File: config.mk
export PLATFORM = sky130hd
export DESIGN_NAME = pwm_dual_timer
export DESIGN_NICKNAME = d
export VERILOG_FILES = /design/src/rtl/pwmt_pkg.sv /design/src/rtl/pwmt_counter.sv /design/src/rtl/pwmt_regs.sv /design/src/rtl/pwmt_channel.sv /design/src/rtl/pwm_dual_timer.sv
export SDC_FILE = /design/constraint.sdc
export NUM_CORES = 1
export LEC_CHECK = 0
export CAP_MARGIN = 20
export CORE_ASPECT_RATIO = 1.2
export CORE_UTILIZATION = 40
export DETAILED_ROUTE_END_ITERATION = 10
export GPL_ROUTABILITY_DRIVEN = 0
export HOLD_SLACK_MARGIN = 0.05
export MAX_ROUTING_LAYER = met4
export PLACE_DENSITY_LB_ADDON = 0.05
export SLEW_MARGIN = 20
export SYNTH_ARGS = -nofsm -noshare
export SYNTH_HDL_FRONTEND = slang
export SYNTH_HIERARCHICAL = 1
export SYNTH_SLANG_ARGS = --single-unit
File: constraint.sdc
create_clock -name clk -period 2.4 [get_ports clk]
set_input_delay 0.48 -clock clk [delete_from_list [all_inputs] [get_ports clk]]
set_output_delay 0.48 -clock clk [all_outputs]
set_load 0.05 [all_outputs]
File: src/rtl/pwmt_pkg.sv
package pwmt_pkg;
  localparam int ADDR_RELOAD_A = 0;
  localparam int ADDR_RELOAD_B = 1;
  localparam int ADDR_DUTY0    = 2;

  typedef enum logic {CNT_A = 1'b0, CNT_B = 1'b1} cnt_sel_e;

  function automatic int ctrl_addr(input int nch);
    return nch + 2;
  endfunction

  function automatic int xfer_addr(input int nch);
    return nch + 3;
  endfunction
endpackage

File: src/rtl/pwmt_counter.sv
module pwmt_counter #(
  parameter int CW = 12
) (
  input  logic          clk,
  input  logic          rst,
  input  logic [CW-1:0] reload,
  output logic [CW-1:0] count,
  output logic          ovf
);
  localparam logic [CW-1:0] TOP = {CW{1'b1}};

  assign ovf = (count == TOP);

  always_ff @(posedge clk) begin
    if (rst) count <= '0;
    else if (ovf) count <= reload;
    else count <= count + 1'b1;
  end
endmodule

File: src/rtl/pwmt_regs.sv
module pwmt_regs
  import pwmt_pkg::*;
#(
  parameter int CW  = 12,
  parameter int NCH = 4,
  parameter int DW  = 16,
  parameter int AW  = 3
) (
  input  logic                    clk,
  input  logic                    rst,
  input  logic                    wr_en,
  input  logic [AW-1:0]           wr_addr,
  input  logic [DW-1:0]           wr_data,
  input  logic [1:0]              ovf,
  output logic [1:0][CW-1:0]      reload,
  output logic [NCH-1:0][CW-1:0]  duty_pre,
  output logic [NCH-1:0]          pol_pre,
  output logic [NCH-1:0]          oe,
  output logic                    split,
  output logic [1:0]              xfer
);
  localparam logic [AW-1:0] A_CTRL = AW'(ctrl_addr(NCH));
  localparam logic [AW-1:0] A_XFER = AW'(xfer_addr(NCH));

  logic [1:0] arm;
  assign arm = (wr_en && wr_addr == A_XFER) ? wr_data[1:0] : 2'b00;

  always_ff @(posedge clk) begin
    if (rst) begin
      reload   <= '0;
      duty_pre <= '0;
      pol_pre  <= '0;
      oe       <= '0;
      split    <= 1'b0;
      xfer     <= 2'b11;
    end else begin
      for (int k = 0; k < 2; k++)
        xfer[k] <= arm[k] | (xfer[k] & ~ovf[k]);
      if (wr_en) begin
        if (wr_addr == AW'(ADDR_RELOAD_A)) reload[0] <= wr_data[CW-1:0];
        if (wr_addr == AW'(ADDR_RELOAD_B)) reload[1] <= wr_data[CW-1:0];
        for (int c = 0; c < NCH; c++)
          if (wr_addr == AW'(ADDR_DUTY0 + c)) duty_pre[c] <= wr_data[CW-1:0];
        if (wr_addr == A_CTRL) begin
          pol_pre <= wr_data[NCH-1:0];
          oe      <= wr_data[2*NCH-1:NCH];
          split   <= wr_data[2*NCH];
        end
      end
    end
  end
endmodule

File: src/rtl/pwmt_channel.sv
module pwmt_channel #(
  parameter int CW = 12
) (
  input  logic          clk,
  input  logic          rst,
  input  logic [CW-1:0] count,
  input  logic          ovf,
  input  logic          xfer,
  input  logic [CW-1:0] duty_pre,
  input  logic          pol_pre,
  input  logic          oe,
  output logic          pwm
);
  logic [CW-1:0] duty_act;
  logic          pol_act;

  always_ff @(posedge clk) begin
    if (rst) begin
      duty_act <= '0;
      pol_act  <= 1'b0;
      pwm      <= 1'b0;
    end else begin
      pwm <= oe & ((count < duty_act) ^ pol_act);
      if (ovf && xfer) begin
        duty_act <= duty_pre;
        pol_act  <= pol_pre;
      end
    end
  end
endmodule

File: src/rtl/pwm_dual_timer.sv
module pwm_dual_timer
  import pwmt_pkg::*;
#(
  parameter int CW  = 12,
  parameter int NCH = 4,
  parameter int DW  = 16,
  parameter int AW  = $clog2(NCH + 4)
) (
  input  logic           clk,
  input  logic           rst,
  input  logic           wr_en,
  input  logic [AW-1:0]  wr_addr,
  input  logic [DW-1:0]  wr_data,
  output logic [NCH-1:0] pwm_o
);
  localparam int HALF = NCH / 2;

  logic [1:0][CW-1:0]     reload;
  logic [1:0][CW-1:0]     cnt;
  logic [1:0]             ovf;
  logic [1:0]             xfer;
  logic [NCH-1:0][CW-1:0] duty_pre;
  logic [NCH-1:0]         pol_pre;
  logic [NCH-1:0]         oe;
  logic                   split;

  logic [CW-1:0] cnt_a, cnt_b, reload_a;
  logic          xfer_a;
  assign cnt_a    = cnt[0];
  assign cnt_b    = cnt[1];
  assign reload_a = reload[0];
  assign xfer_a   = xfer[0];

  pwmt_regs #(.CW(CW), .NCH(NCH), .DW(DW), .AW(AW)) u_regs (
    .clk(clk), .rst(rst), .wr_en(wr_en), .wr_addr(wr_addr), .wr_data(wr_data),
    .ovf(ovf), .reload(reload), .duty_pre(duty_pre), .pol_pre(pol_pre),
    .oe(oe), .split(split), .xfer(xfer)
  );

  for (genvar k = 0; k < 2; k++) begin : g_cnt
    pwmt_counter #(.CW(CW)) u_cnt (
      .clk(clk), .rst(rst), .reload(reload[k]), .count(cnt[k]), .ovf(ovf[k])
    );
  end

  for (genvar c = 0; c < NCH; c++) begin : g_ch
    cnt_sel_e sel;
    assign sel = (split && c >= HALF) ? CNT_B : CNT_A;
    pwmt_channel #(.CW(CW)) u_ch (
      .clk(clk), .rst(rst),
      .count(cnt[sel]), .ovf(ovf[sel]), .xfer(xfer[sel]),
      .duty_pre(duty_pre[c]), .pol_pre(pol_pre[c]), .oe(oe[c]),
      .pwm(pwm_o[c])
    );
  end
endmodule

; ---- Word level (Yosys, flattened, before mapping)
; Index checks and enable logic that the tools add are counted.
[totals]
regBits = 163
out_inout_bits = 4
wordCells = 75
[op_classes]
n_addsub = 2
n_lt_le_gt_ge = 5
n_eq_ne = 9
muxes = 10
n_bitwise = 14
n_reduce_logical = 11
[op_table]
columns = operator, n
row1 = 12-bit less-than comparator, 4
row2 = 12-bit two-way mux, 4
row3 = "12-bit by 1-bit adder with 12-bit output, second input constant", 2
row4 = "12-bit equality test, second input constant", 2
row5 = 2-bit AND reduction, 7
row6 = "3-bit equality test, second input constant", 4
row7 = 1-bit AND, 6
row8 = "3-bit by 2-bit equality test with 1-bit output, second input constant", 2
row9 = 1-bit two-way mux, 5
row10 = 1-bit XOR, 4
row11 = "3-bit by 1-bit equality test with 1-bit output, second input constant", 1
row12 = 1-bit logical AND, 3
row13 = 3-bit logical NOT, 1
row14 = "1-bit by 2-bit less-than comparator with 1-bit output, second input constant", 1
row15 = 2-bit two-way mux, 1
row16 = 1-bit NOT, 2
row17 = 1-bit bitwise OR, 2

; ---- Depth between registers and ports, before layout
; Gate-level depths: netlist of run 1.
[logic_depth]
word_depth = 6
depth_mapped = 10
ltp_nobuf = 8

; ---- By module
; Netlist of run 1, hierarchy kept.
[by_module_without_submodules]
columns = module, instances, cells_per_inst, area_each_um2, seq_area_each_um2
row1 = pwmt_regs, 1, 287, 3245.6, 1661.6
row2 = pwmt_channel, 4, 101, 765.7, 280.3
row3 = pwmt_counter, 2, 74, 686.9, 240.2
row4 = pwm_dual_timer, 1, 15, 168.9, 0.0

; ---- Least setup slack after synthesis of run 1
; No wires, ideal clock.
[synth_timing]
path_kind = register -> register
start = register g_cnt[0].u_cnt.count[1]
end = register g_ch[2].u_ch.duty_act[10]
setup_ps = 70
t_arrival_ps = 2026
t_required_ps = 2330
path_slack_ps = 303
stages_incl_launch_ff = 11
n_path_buf = 2
path_cell_list = dfxtp_1 > ha_1 > and3_1 > clkbuf_8 > nand3_1 > inv_1 > mux2_2 > and2_1 > clkbuf_1 > nand2_1 > a21oi_1
[synth_between]
elab_chain_cells = 4
[synth_rtl]
columns = item, line_no
row1 = from (decl), pwmt_counter.sv:7  ; output logic [CW-1:0] count,
row2 = from (signal assigned), pwmt_counter.sv:16  ; else if (ovf) count <= reload;
row3 = from (signal assigned), pwmt_counter.sv:17  ; else count <= count + 1'b1;
row4 = 12-bit equality test, pwmt_counter.sv:12  ; assign ovf = (count == TOP);
row5 = net ovf[0], pwm_dual_timer.sv:20  ; logic [1:0] ovf;
row6 = 1-bit two-way mux (not written as such) (2 in series), pwm_dual_timer.sv:51  ; .count(cnt[sel]), .ovf(ovf[sel]), .xfer(xfer[sel]),
row7 = 1-bit logical AND, pwmt_channel.sv:24  ; if (ovf && xfer) begin
row8 = to (signal assigned), pwmt_channel.sv:25  ; duty_act <= duty_pre;
row9 = to (decl), pwmt_channel.sv:14  ; logic [CW-1:0] duty_act;
; The timed path passes the listed nets, and every way through them passes these cells. The select of a mux whose other input is x is not followed.
; A chain may end at the register's enable or synchronous reset.

; ---- Worst setup path in the final report of run 1
[layout_timing]
start = register u_regs.split
end = register g_ch[3].u_ch.pwm
[layout_between]
elab_chain_cells = 6
[layout_rtl]
columns = item, line_no
row1 = from (decl), pwmt_regs.sv:19  ; output logic split,
row2 = from (signal assigned), pwmt_regs.sv:47  ; split <= wr_data[2*NCH];
row3 = 1-bit two-way mux, pwm_dual_timer.sv:48  ; assign sel = (split && c >= HALF) ? CNT_B : CNT_A;
row4 = 12-bit two-way mux (not written as such) (2 in series), pwm_dual_timer.sv:51
row5 = 12-bit less-than comparator, pwmt_channel.sv:23  ; pwm <= oe & ((count < duty_act) ^ pol_act);
row6 = 1-bit XOR, pwmt_channel.sv:23
row7 = 1-bit AND, pwmt_channel.sv:23
row8 = to (signal assigned), pwmt_channel.sv:23
row9 = to (decl), pwmt_channel.sv:12  ; output logic pwm
; No other way between the ends. The select of a mux whose other input is x is not followed.

==> results.py, run 1 <==
metrics = {
    "outcome": {
        "status": "finished, final reports clean",
    },
    "sta": {
        "max_freq_ghz": 0.450,
        "hold_ws_ps": 447,
        "slew_viol_final": 0,
        "worst_pin_slew_ps": 696,
        "finalHoldViolations": 0,
        "relSlewSlack": 0.536,
        "fin_crit_ps": 2220,
        "fin_ws_ps": 176,
        "tns_ps": 0,
        "setup_viol": 0,
        "rsz0062_at_grt": "false",
        "finalClockSkew_ps": 15.3,
        "period_share": 0.927,
    },
    "floorplan": {
        "dieArea_sq_um": 20200,
        "initial_core_util": 0.412,
        "rows": 55,
        "core-area_sq_um": 19100,
        "fp.dieH_um": 155,
        "dieWidth_um": 130,
        "ios": 26,
    },
    "clock_tree": {
        "postCtsSetupBuffers": 0,
        "cts-htree-levels": 4,
        "cts_made_buffers": 17,
        "insertion_delay_ps": 430,
        "cts_sinks": 163,
        "cts_tree": "done",
        "clk_pin_slew_ps": 70,
        "ctsResizeCount": 0,
        "clk_path_buf_depth": 2,
        "cts-root-buf": "clkbuf_16",
        "ctsHoldBuffers": 0,
    },
    "cells_and_area": {
        "nets": 956,
        "final_core_util": 0.473,
        "fin_cells": 1157,
        "ff_latch_area_sq_um": 3260,
        "multi_input_area_sq_um": 4110,
        "nFillCells": 1906,
        "syn2layout_area_growth_pct": 14.7,
        "drive_above_1_share": 0.0999,
        "fin_area_sq_um": 9010,
        "antenna_cells": 0,
    },
    "setup_path": {
        "worst_setup_path_start_kind": "register",
        "worstSetupPathType": "reg -> reg",
        "reg2reg_from": "u_regs/split$_SDFFE_PP0P_",
        "setup.worst_path.start": "u_regs/split$_SDFFE_PP0P_",
        "worstSetupEndpointType": "register",
        "arrival_ps": 2610,
        "cp_data_required_time_ps": 2780,
        "cp_max_fo": 15,
    },
    "logic_synthesis": {
        "yosys_register_bits": 163,
        "synth_ff_type": "dfxtp_1",
        "synthArstFlopShare": 0,
        "netlist.top_cell.by_area": "dfxtp_1",
        "ys_top_cells_by_count": "dfxtp_1 (163), nand2_1 (122), nand2b_1 (101)",
        "synth_edf_count": 0,
        "synth.avg_cell_area_sq_um": 9.19,
        "synth_cells": 854,
        "synth_area_sq_um": 7850,
        "synth_top_area_share": 0.416,
        "synth.most_common_cell": "dfxtp_1",
        "yosysWarnings": 6,
        "synth_area_leaders": "dfxtp_1 (42%), mux2i_1 (10%), nand2b_1 (8.0%)",
        "seq_area_frac_synth": 0.416,
        "postSynthNetCount": 922,
        "yosysUniqueCellTypes": 44,
    },
    "grt": {
        "grt-ovfl-total": 0,
        "grt_pass1_wl_um": 33300,
        "grt_pass1_vias": 6213,
        "grt_max_degree": 60,
        "grt_usage": 0.229,
        "antenna_found_initial": 0,
    },
    "power": {
        "p_per_area_nw_per_um2": 638,
        "p_leak_nw": 3.56,
        "total_power_mw": 5.75,
        "vdd_drop_max_mv": 0.485,
    },
    "detailed_routing": {
        "wl_per_cell_um": 18.2,
        "vias": 6126,
        "wl_um": 21100,
        "highest_layer": "met4",
        "vias_per_cell": 5.29,
        "drcViolationCount": 0,
        "wl_met3_um": 532,
        "antenna_left": 0,
        "drtIter0Drc": 282,
        "drtPass1Iterations": 5,
        "wirelength_met1_um": 9250,
        "wl_met2_um": 11000,
    },
    "worst_hold_path": {
        "hold_start": "u_regs/duty_pre[12]$_SDFFE_PP0P_",
        "hp-class": "reg -> reg",
    },
    "place": {
        "placed_area_sq_um": 8440,
        "pre_cts_ws_ps": 153,
        "place_hpwl_um": 14800,
        "io_buffer_count": 21,
        "placed_cells": 1125,
    },
    "run": {
        "drv_cap": 0,
    },
}
[layout make-up]
type | count | share of cell area
inverters | 56 | 0.0233
multi-input cells | 592 | 0.456
clock inverters | 14 | 0.0157
repair buffers | 58 | 0.0595
clock buffers | 18 | 0.0476
well taps | 256 | 0.0356
flip-flops and latches | 163 | 0.362
[final timing paths]
kind / endpoint / slack (ps) / depth (start not counted)
worst max register to register: g_ch[3].u_ch/pwm$_SDFF_PP0_ / 180 / 8
worst max-delay path: g_ch[3].u_ch/pwm$_SDFF_PP0_ / 180 / 8
worst min register to register: g_ch[1].u_ch/duty_act[0]$_SDFFE_PP0P_ / 450 / 2
worst min-delay path: g_ch[1].u_ch/duty_act[0]$_SDFFE_PP0P_ / 450 / 2
[registers in the layout, indices dropped and copies added (netlist names)]
name	count
u_regs/reload	24
g_cnt.u_cnt/count	24
g_ch.u_ch/pol_act	4
u_regs/xfer	2
g_ch.u_ch/duty_act	48
u_regs/split	1
u_regs/oe	4
g_ch.u_ch/pwm	4
u_regs/pol_pre	4
u_regs/duty_pre	48
[metal layers]
layer,GRT usage,up-vias
met5,-,-
met4,0.0725,0
met3,0.0323,26
met2,0.405,97
met1,0.263,2970
li1,-,3033
[layout by cell type, fill, tap and decap left out, types with 4 or more instances in the layout]
master / n
or4_1: 4
buf_12: 4
nand2_1: 122
nor3b_1: 4
o21ai_0: 18
nand4_1: 14
mux2_2: 14
nand4_2: 4
xnor2_1: 4
clkbuf_16: 17
a2111o_1: 4
nand2b_1: 101
nand3_1: 10
o31ai_1: 6
inv_6: 5
or3_1: 6
nor3_1: 4
a311oi_1: 8
and2_1: 4
dfxtp_1: 163
nor4_1: 12
a21oi_1: 84
a2111oi_0: 8
nand3b_1: 4
a31o_1: 4
a211oi_1: 4
buf_4: 34
ha_1: 46
clkdlybuf4s50_1: 20
mux2i_1: 81
inv_1: 56
[power breakdown]
part / switching, mW / internal (mW)
Clock: 1.20 / 1.46
Combinational: 0.171 / 0.141
Sequential: 0.0317 / 2.74
[critical path: stages, from the launching register on]
cell       delay [ps]
dfxtp_1           370
buf_12            160
mux2_2            360
ha_1              330
nand4_1           160
a2111oi_0         390
a21oi_1           160
a21oi_1           150
a31o_1            110
[cells by family (layout without fill, tap and decap cells)]
kind of cell | count (synthesis) | after routing | synth area share
flops | 163 | 163 | 0.416
fa+ha+maj | 46 | 46 | 0.0733
mux | 95 | 95 | 0.123
compound gates | 142 | 142 | 0.109
xor+xnor | 6 | 6 | 0.00669
simple gates | 303 | 303 | 0.211
buf+inv | 99 | 146 | 0.0612
Power figures use the tool's default switching activity.
==> run 2, diff against run 1 <==
==> constraint.sdc (replaced) <==
create_clock -name clk -period 2.5 [get_ports clk]
set_input_delay 0.5 -clock clk [delete_from_list [all_inputs] [get_ports clk]]
set_output_delay 0.5 -clock clk [all_outputs]
set_load 0.05 [all_outputs]
==> run 2 against run 1 <==
Compared with the run above:
- largest power group unchanged
- clock-buffer cell count rose by 1
- core utilization fell by 0.41 points
- worst setup slack improved by 120 ps
==> results.py, run 2 (synthesis gave the netlist of run 1 again) <==
metrics = {
    "outcome": {
        "status": "finished, final reports clean",
    },
    "setup_path": {
        "cp_slowest_cell": "dfxtp_1",
        "worstSetupEndpointType": "register",
        "worstPathCellList": "ha_1 > and3_1 > nand3_1 > inv_1 > mux2_2 > nand2_1 > nand2_1 > a21oi_1",
        "worst_setup_path_start_kind": "register",
        "cp_top_family": "simple AND/OR/NAND/NOR gates",
        "critPathMostFrequentCell": "nand2_1",
        "worstSetupPathType": "reg -> reg",
        "arrival_ps": 2500,
        "cp_data_required_time_ps": 2790,
        "path_buf_inv": 1,
        "slowest_delay_ps": 520,
        "cp_max_fo": 13,
    },
    "floorplan": {
        "ios": 26,
        "dieArea_sq_um": 20200,
        "dieWidth_um": 130,
        "initial_core_util": 0.412,
        "rows": 55,
        "fp.dieH_um": 155,
        "core-area_sq_um": 19100,
    },
    "power": {
        "vdd_drop_max_mv": 0.468,
        "p_per_area_nw_per_um2": 626,
        "total_power_mw": 5.59,
        "p_leak_nw": 3.52,
    },
    "detailed_routing": {
        "antenna_left": 0,
        "vias_per_cell": 5.31,
        "wl_um": 21000,
        "wl_per_cell_um": 18.3,
        "vias": 6102,
        "drtPass1Iterations": 5,
        "drcViolationCount": 0,
        "drtIter0Drc": 351,
    },
    "sta": {
        "setup_viol": 0,
        "period_share": 0.883,
        "finalHoldViolations": 0,
        "tns_ps": 0,
        "finalClockSkew_ps": 20.8,
        "relSlewSlack": 0.523,
        "max_freq_ghz": 0.453,
        "worst_pin_slew_ps": 716,
        "rsz0062_at_grt": "false",
        "fin_crit_ps": 2210,
        "slew_viol_final": 0,
    },
    "cells_and_area": {
        "drive_above_1_share": 0.0918,
        "fin_area_sq_um": 8930,
        "antenna_cells": 0,
        "mostFrequentLayoutCell": "dfxtp_1",
        "nets": 948,
        "layout_common_cells": "dfxtp_1 (163), nand2_1 (122), nand2b_1 (101), a21oi_1 (84), mux2i_1 (81)",
        "top_regs": "g_ch.u_ch/duty_act x48, u_regs/duty_pre x48",
        "syn2layout_area_growth_pct": 13.7,
    },
    "clock_tree": {
        "cts_sinks": 163,
        "cts-root-buf": "clkbuf_16",
        "postCtsSetupBuffers": 0,
        "cts_made_buffers": 17,
        "clk_pin_slew_ps": 70,
        "clk_path_buf_depth": 2,
        "ctsHoldBuffers": 0,
        "ctsResizeCount": 0,
        "cts_tree": "done",
        "cts-htree-levels": 4,
        "insertion_delay_ps": 440,
    },
    "grt": {
        "grt_pass1_vias": 5948,
        "grt_usage": 0.227,
        "grt-ovfl-total": 0,
        "grt_max_degree": 56,
        "antenna_found_initial": 0,
        "grt_pass1_wl_um": 32800,
    },
    "place": {
        "placed_area_sq_um": 8340,
        "place_hpwl_um": 14500,
        "io_buffer_count": 21,
    },
    "run": {
        "drv_cap": 0,
    },
    "worst_hold_path": {
        "hp-class": "reg -> reg",
    },
}
run 2: cell types whose count changed in the layout (fill, tap and decap cells not counted), sizes merged:
cell	delta
buf	-8
bufinv	+1
inv	-1
clkinvlp	-1
clkbuf	+1
run 2: layer usage:
layer | vias up | wire length [um] | global-route usage
li1 | 3036 | - | -
met1 | 2957 | 9320 | 0.264
met2 | 90 | 10800 | 0.393
met3 | 19 | 516 | 0.0433
met4 | 0 | 342 | 0.0648
met5 | - | 0 | -
run 2: through the flow:
step	hold WS [ps]	std cells	worst slack, ps	util
after CTS	453	1149	255	0.468
after floorplan	426	854	403	-
after detailed placement	444	1117	274	0.437
after global placement	438	1117	293	0.437
final	441	1149	293	0.468
after global routing	466	1149	0.398	0.468
run 2: final timing paths:
| kind | end | slack (ps) | cells after the start | start |
|---|---|---|---|---|
| worst min-delay path | g_ch[1].u_ch/duty_act[2]$_SDFFE_PP0P_ | 440 | 2 | u_regs/duty_pre[14]$_SDFFE_PP0P_ |
| worst max register to register | g_ch[2].u_ch/duty_act[0]$_SDFFE_PP0P_ | 290 | 8 | g_cnt[0].u_cnt/count[1]$_SDFF_PP0_ |
| worst min register to register | g_ch[1].u_ch/duty_act[2]$_SDFFE_PP0P_ | 440 | 2 | u_regs/duty_pre[14]$_SDFFE_PP0P_ |
| worst max-delay path | g_ch[2].u_ch/duty_act[0]$_SDFFE_PP0P_ | 290 | 8 | g_cnt[0].u_cnt/count[1]$_SDFF_PP0_ |
run 2: worst register-to-register path: cells and delay by family, from the launching register on:
family / cells / cell delay [ps]
and+or+nand+nor: 4 / 780
DFF: 1 / 520
adders and majority gates: 1 / 280
muxes: 1 / 220
buffers and inverters: 1 / 190
AOI/OAI and AO/OA: 1 / 80
run 2: area by class of cell:
cell class | instances | area (sq um)
inverter | 56 | 210
fill | 1869 | 10100
sequential | 163 | 3260
multi-input combinational | 592 | 4110
timing repair buffer | 50 | 438
clock buffer | 19 | 443
tap | 256 | 320
clock inverter | 13 | 146
run 2: power by group:
| part | switching, mW | internal [mW] |
|---|---|---|
| Combinational | 0.163 | 0.129 |
| Clock | 1.12 | 1.51 |
| Sequential | 0.0315 | 2.63 |
==> run 3, diff against run 2 <==
--- a/config.mk
+++ b/config.mk
@@ -7,6 +7,7 @@
 export LEC_CHECK = 0
 export CAP_MARGIN = 20
 export CORE_ASPECT_RATIO = 1.2
+export CORE_MARGIN = 4
 export CORE_UTILIZATION = 40
 export DETAILED_ROUTE_END_ITERATION = 10
 export GPL_ROUTABILITY_DRIVEN = 0
==> run 3 against run 2 <==
Compared with the run above:
- clock skew shrank 9.9 ps
- critical path depth is the same
- core utilization grew 0.17 points
- power shrank 1.2%
- die area grew 8.7%
- non-clock buffer count grew 3
- via count shrank 1.3%
==> results.py, run 3 (synthesis gave the netlist of run 1 again) <==
metrics = {
    "outcome": {
        "status": "finished, final reports clean",
    },
    "setup_path": {
        "cp_data_required_time_ps": 2880,
        "cp_max_fo": 11,
        "worstSetupEndpointType": "register",
        "arrival_ps": 2600,
        "worst_setup_path_start_kind": "register",
        "worstSetupPathType": "reg -> reg",
    },
    "sta": {
        "slew_viol_final": 0,
        "relSlewSlack": 0.578,
        "rsz0062_at_grt": "false",
        "worst_pin_slew_ps": 633,
        "finalHoldViolations": 0,
        "tns_ps": 0,
        "period_share": 0.889,
        "fin_crit_ps": 2220,
        "setup_viol": 0,
        "hold_ws_ps": 455,
        "finalClockSkew_ps": 10.8,
        "max_freq_ghz": 0.450,
    },
    "clock_tree": {
        "clk_path_buf_depth": 2,
        "ctsResizeCount": 0,
        "postCtsSetupBuffers": 0,
        "cts-root-buf": "clkbuf_16",
        "insertion_delay_ps": 430,
        "clk_pin_slew_ps": 70,
        "cts_sinks": 163,
        "cts_made_buffers": 17,
        "ctsHoldBuffers": 0,
        "cts-htree-levels": 4,
        "cts_tree": "done",
    },
    "cells_and_area": {
        "layout_common_cells": "dfxtp_1 (163), nand2_1 (122), nand2b_1 (101), a21oi_1 (84), mux2i_1 (81)",
        "nets": 951,
        "fin_area_sq_um": 8960,
        "syn2layout_area_growth_pct": 14.1,
        "mostFrequentLayoutCell": "dfxtp_1",
        "nFillCells": 1874,
        "drive_above_1_share": 0.0949,
        "top_regs": "g_ch.u_ch/duty_act x48, u_regs/duty_pre x48",
        "antenna_cells": 0,
    },
    "floorplan": {
        "dieArea_sq_um": 21900,
        "core-area_sq_um": 19100,
        "dieWidth_um": 136,
        "rows": 55,
        "initial_core_util": 0.412,
        "ios": 26,
        "fp.dieH_um": 161,
    },
    "detailed_routing": {
        "wl_per_cell_um": 18.2,
        "drtIter0Drc": 266,
        "wl_um": 21000,
        "vias": 6025,
        "drtPass1Iterations": 4,
        "vias_per_cell": 5.23,
        "drcViolationCount": 0,
        "antenna_left": 0,
    },
    "power": {
        "internal-power_mw": 4.17,
        "power.switching_mw": 1.35,
        "p_seq_frac": 0.483,
        "p_clk_frac": 0.464,
        "p_leak_nw": 3.53,
        "p_comb_frac": 0.054,
        "p_per_area_nw_per_um2": 617,
        "switching_share": 0.245,
        "vdd_drop_max_mv": 0.424,
    },
    "run": {
        "drv_cap": 0,
    },
    "grt": {
        "grt_pass1_wl_um": 33500,
        "grt_usage": 0.206,
        "antenna_found_initial": 0,
        "grt_pass1_vias": 6145,
        "grt-ovfl-total": 0,
        "grt_max_degree": 48,
    },
    "place": {
        "placed_area_sq_um": 8390,
        "io_buffer_count": 21,
        "place_hpwl_um": 14600,
    },
    "worst_hold_path": {
        "hp-class": "reg -> reg",
    },
}
[run 3: cell types whose count changed in the layout (fill, tap and decap cells not counted)]
cell       change
buf_12         +2
buf_4          +1
bufinv_16      -1
clkbuf_8       -1
clkinv_2       -1
clkinv_4       +2
inv_6          -2
inv_8          +3
[run 3: worst max-delay path, cell delays in order, from the launching register on]
cell	delay, ps
dfxtp_1	460
buf_12	170
mux2_2	360
ha_1	280
o21ai_0	60
a2111oi_0	430
a21oi_1	170
a21oi_1	150
a31o_1	100
[run 3: power groups by stage]
stage	logic, mW	clock network, mW	registers (mW)
4_1_cts	0.301	2.63	2.67
2_1_floorplan	0.170	0	2.71
5_1_grt	0.325	2.74	2.67
3_5_place_dp	0.300	0	2.73
6_report	0.296	2.56	2.67
3_3_place_gp	0.296	0	2.73
[run 3: area by class of cell]
type	instances	area, sq um	share of cell area
Multi-Input combinational cell	592	4110	0.458
Sequential cell	163	3260	0.364
Timing Repair Buffer	53	485	0.0542
Clock buffer	18	429	0.0479
Tap cell	256	320	0.0357
Inverter	56	210	0.0235
Clock inverter	14	145	0.0162
[run 3: routing by layer]
layer  global-route usage  part of all wire  vias to the layer above
li1                     -                 -                     3047
met2                0.351              0.51                       81
met3               0.0330             0.031                       31
met4               0.0807             0.024                        0
met5                    -                 0                        -
met1                0.242              0.44                     2866
[run 3: path summary, 6_finish.rpt]
check / depth (start not counted) / from / slack (ps) / endpoint
worst max-delay path: 8 / u_regs/split$_SDFFE_PP0P_ / 280 / g_ch[3].u_ch/pwm$_SDFF_PP0_
worst min-delay path: 2 / u_regs/duty_pre[17]$_SDFFE_PP0P_ / 450 / g_ch[1].u_ch/duty_act[5]$_SDFFE_PP0P_
worst max register to register: 8 / u_regs/split$_SDFFE_PP0P_ / 280 / g_ch[3].u_ch/pwm$_SDFF_PP0_
worst min register to register: 2 / u_regs/duty_pre[17]$_SDFFE_PP0P_ / 450 / g_ch[1].u_ch/duty_act[5]$_SDFFE_PP0P_
[run 3: metrics by stage]
stage	std cells	util	power (mW)	setup slack, ps
2_1_floorplan	854	-	2.89	403
3_3_place_gp	1120	0.440	3.02	238
3_5_place_dp	1120	0.440	3.03	272
4_1_cts	1152	0.470	5.60	276
5_1_grt	1152	0.470	5.74	89.8
6_report	1152	0.470	5.53	278
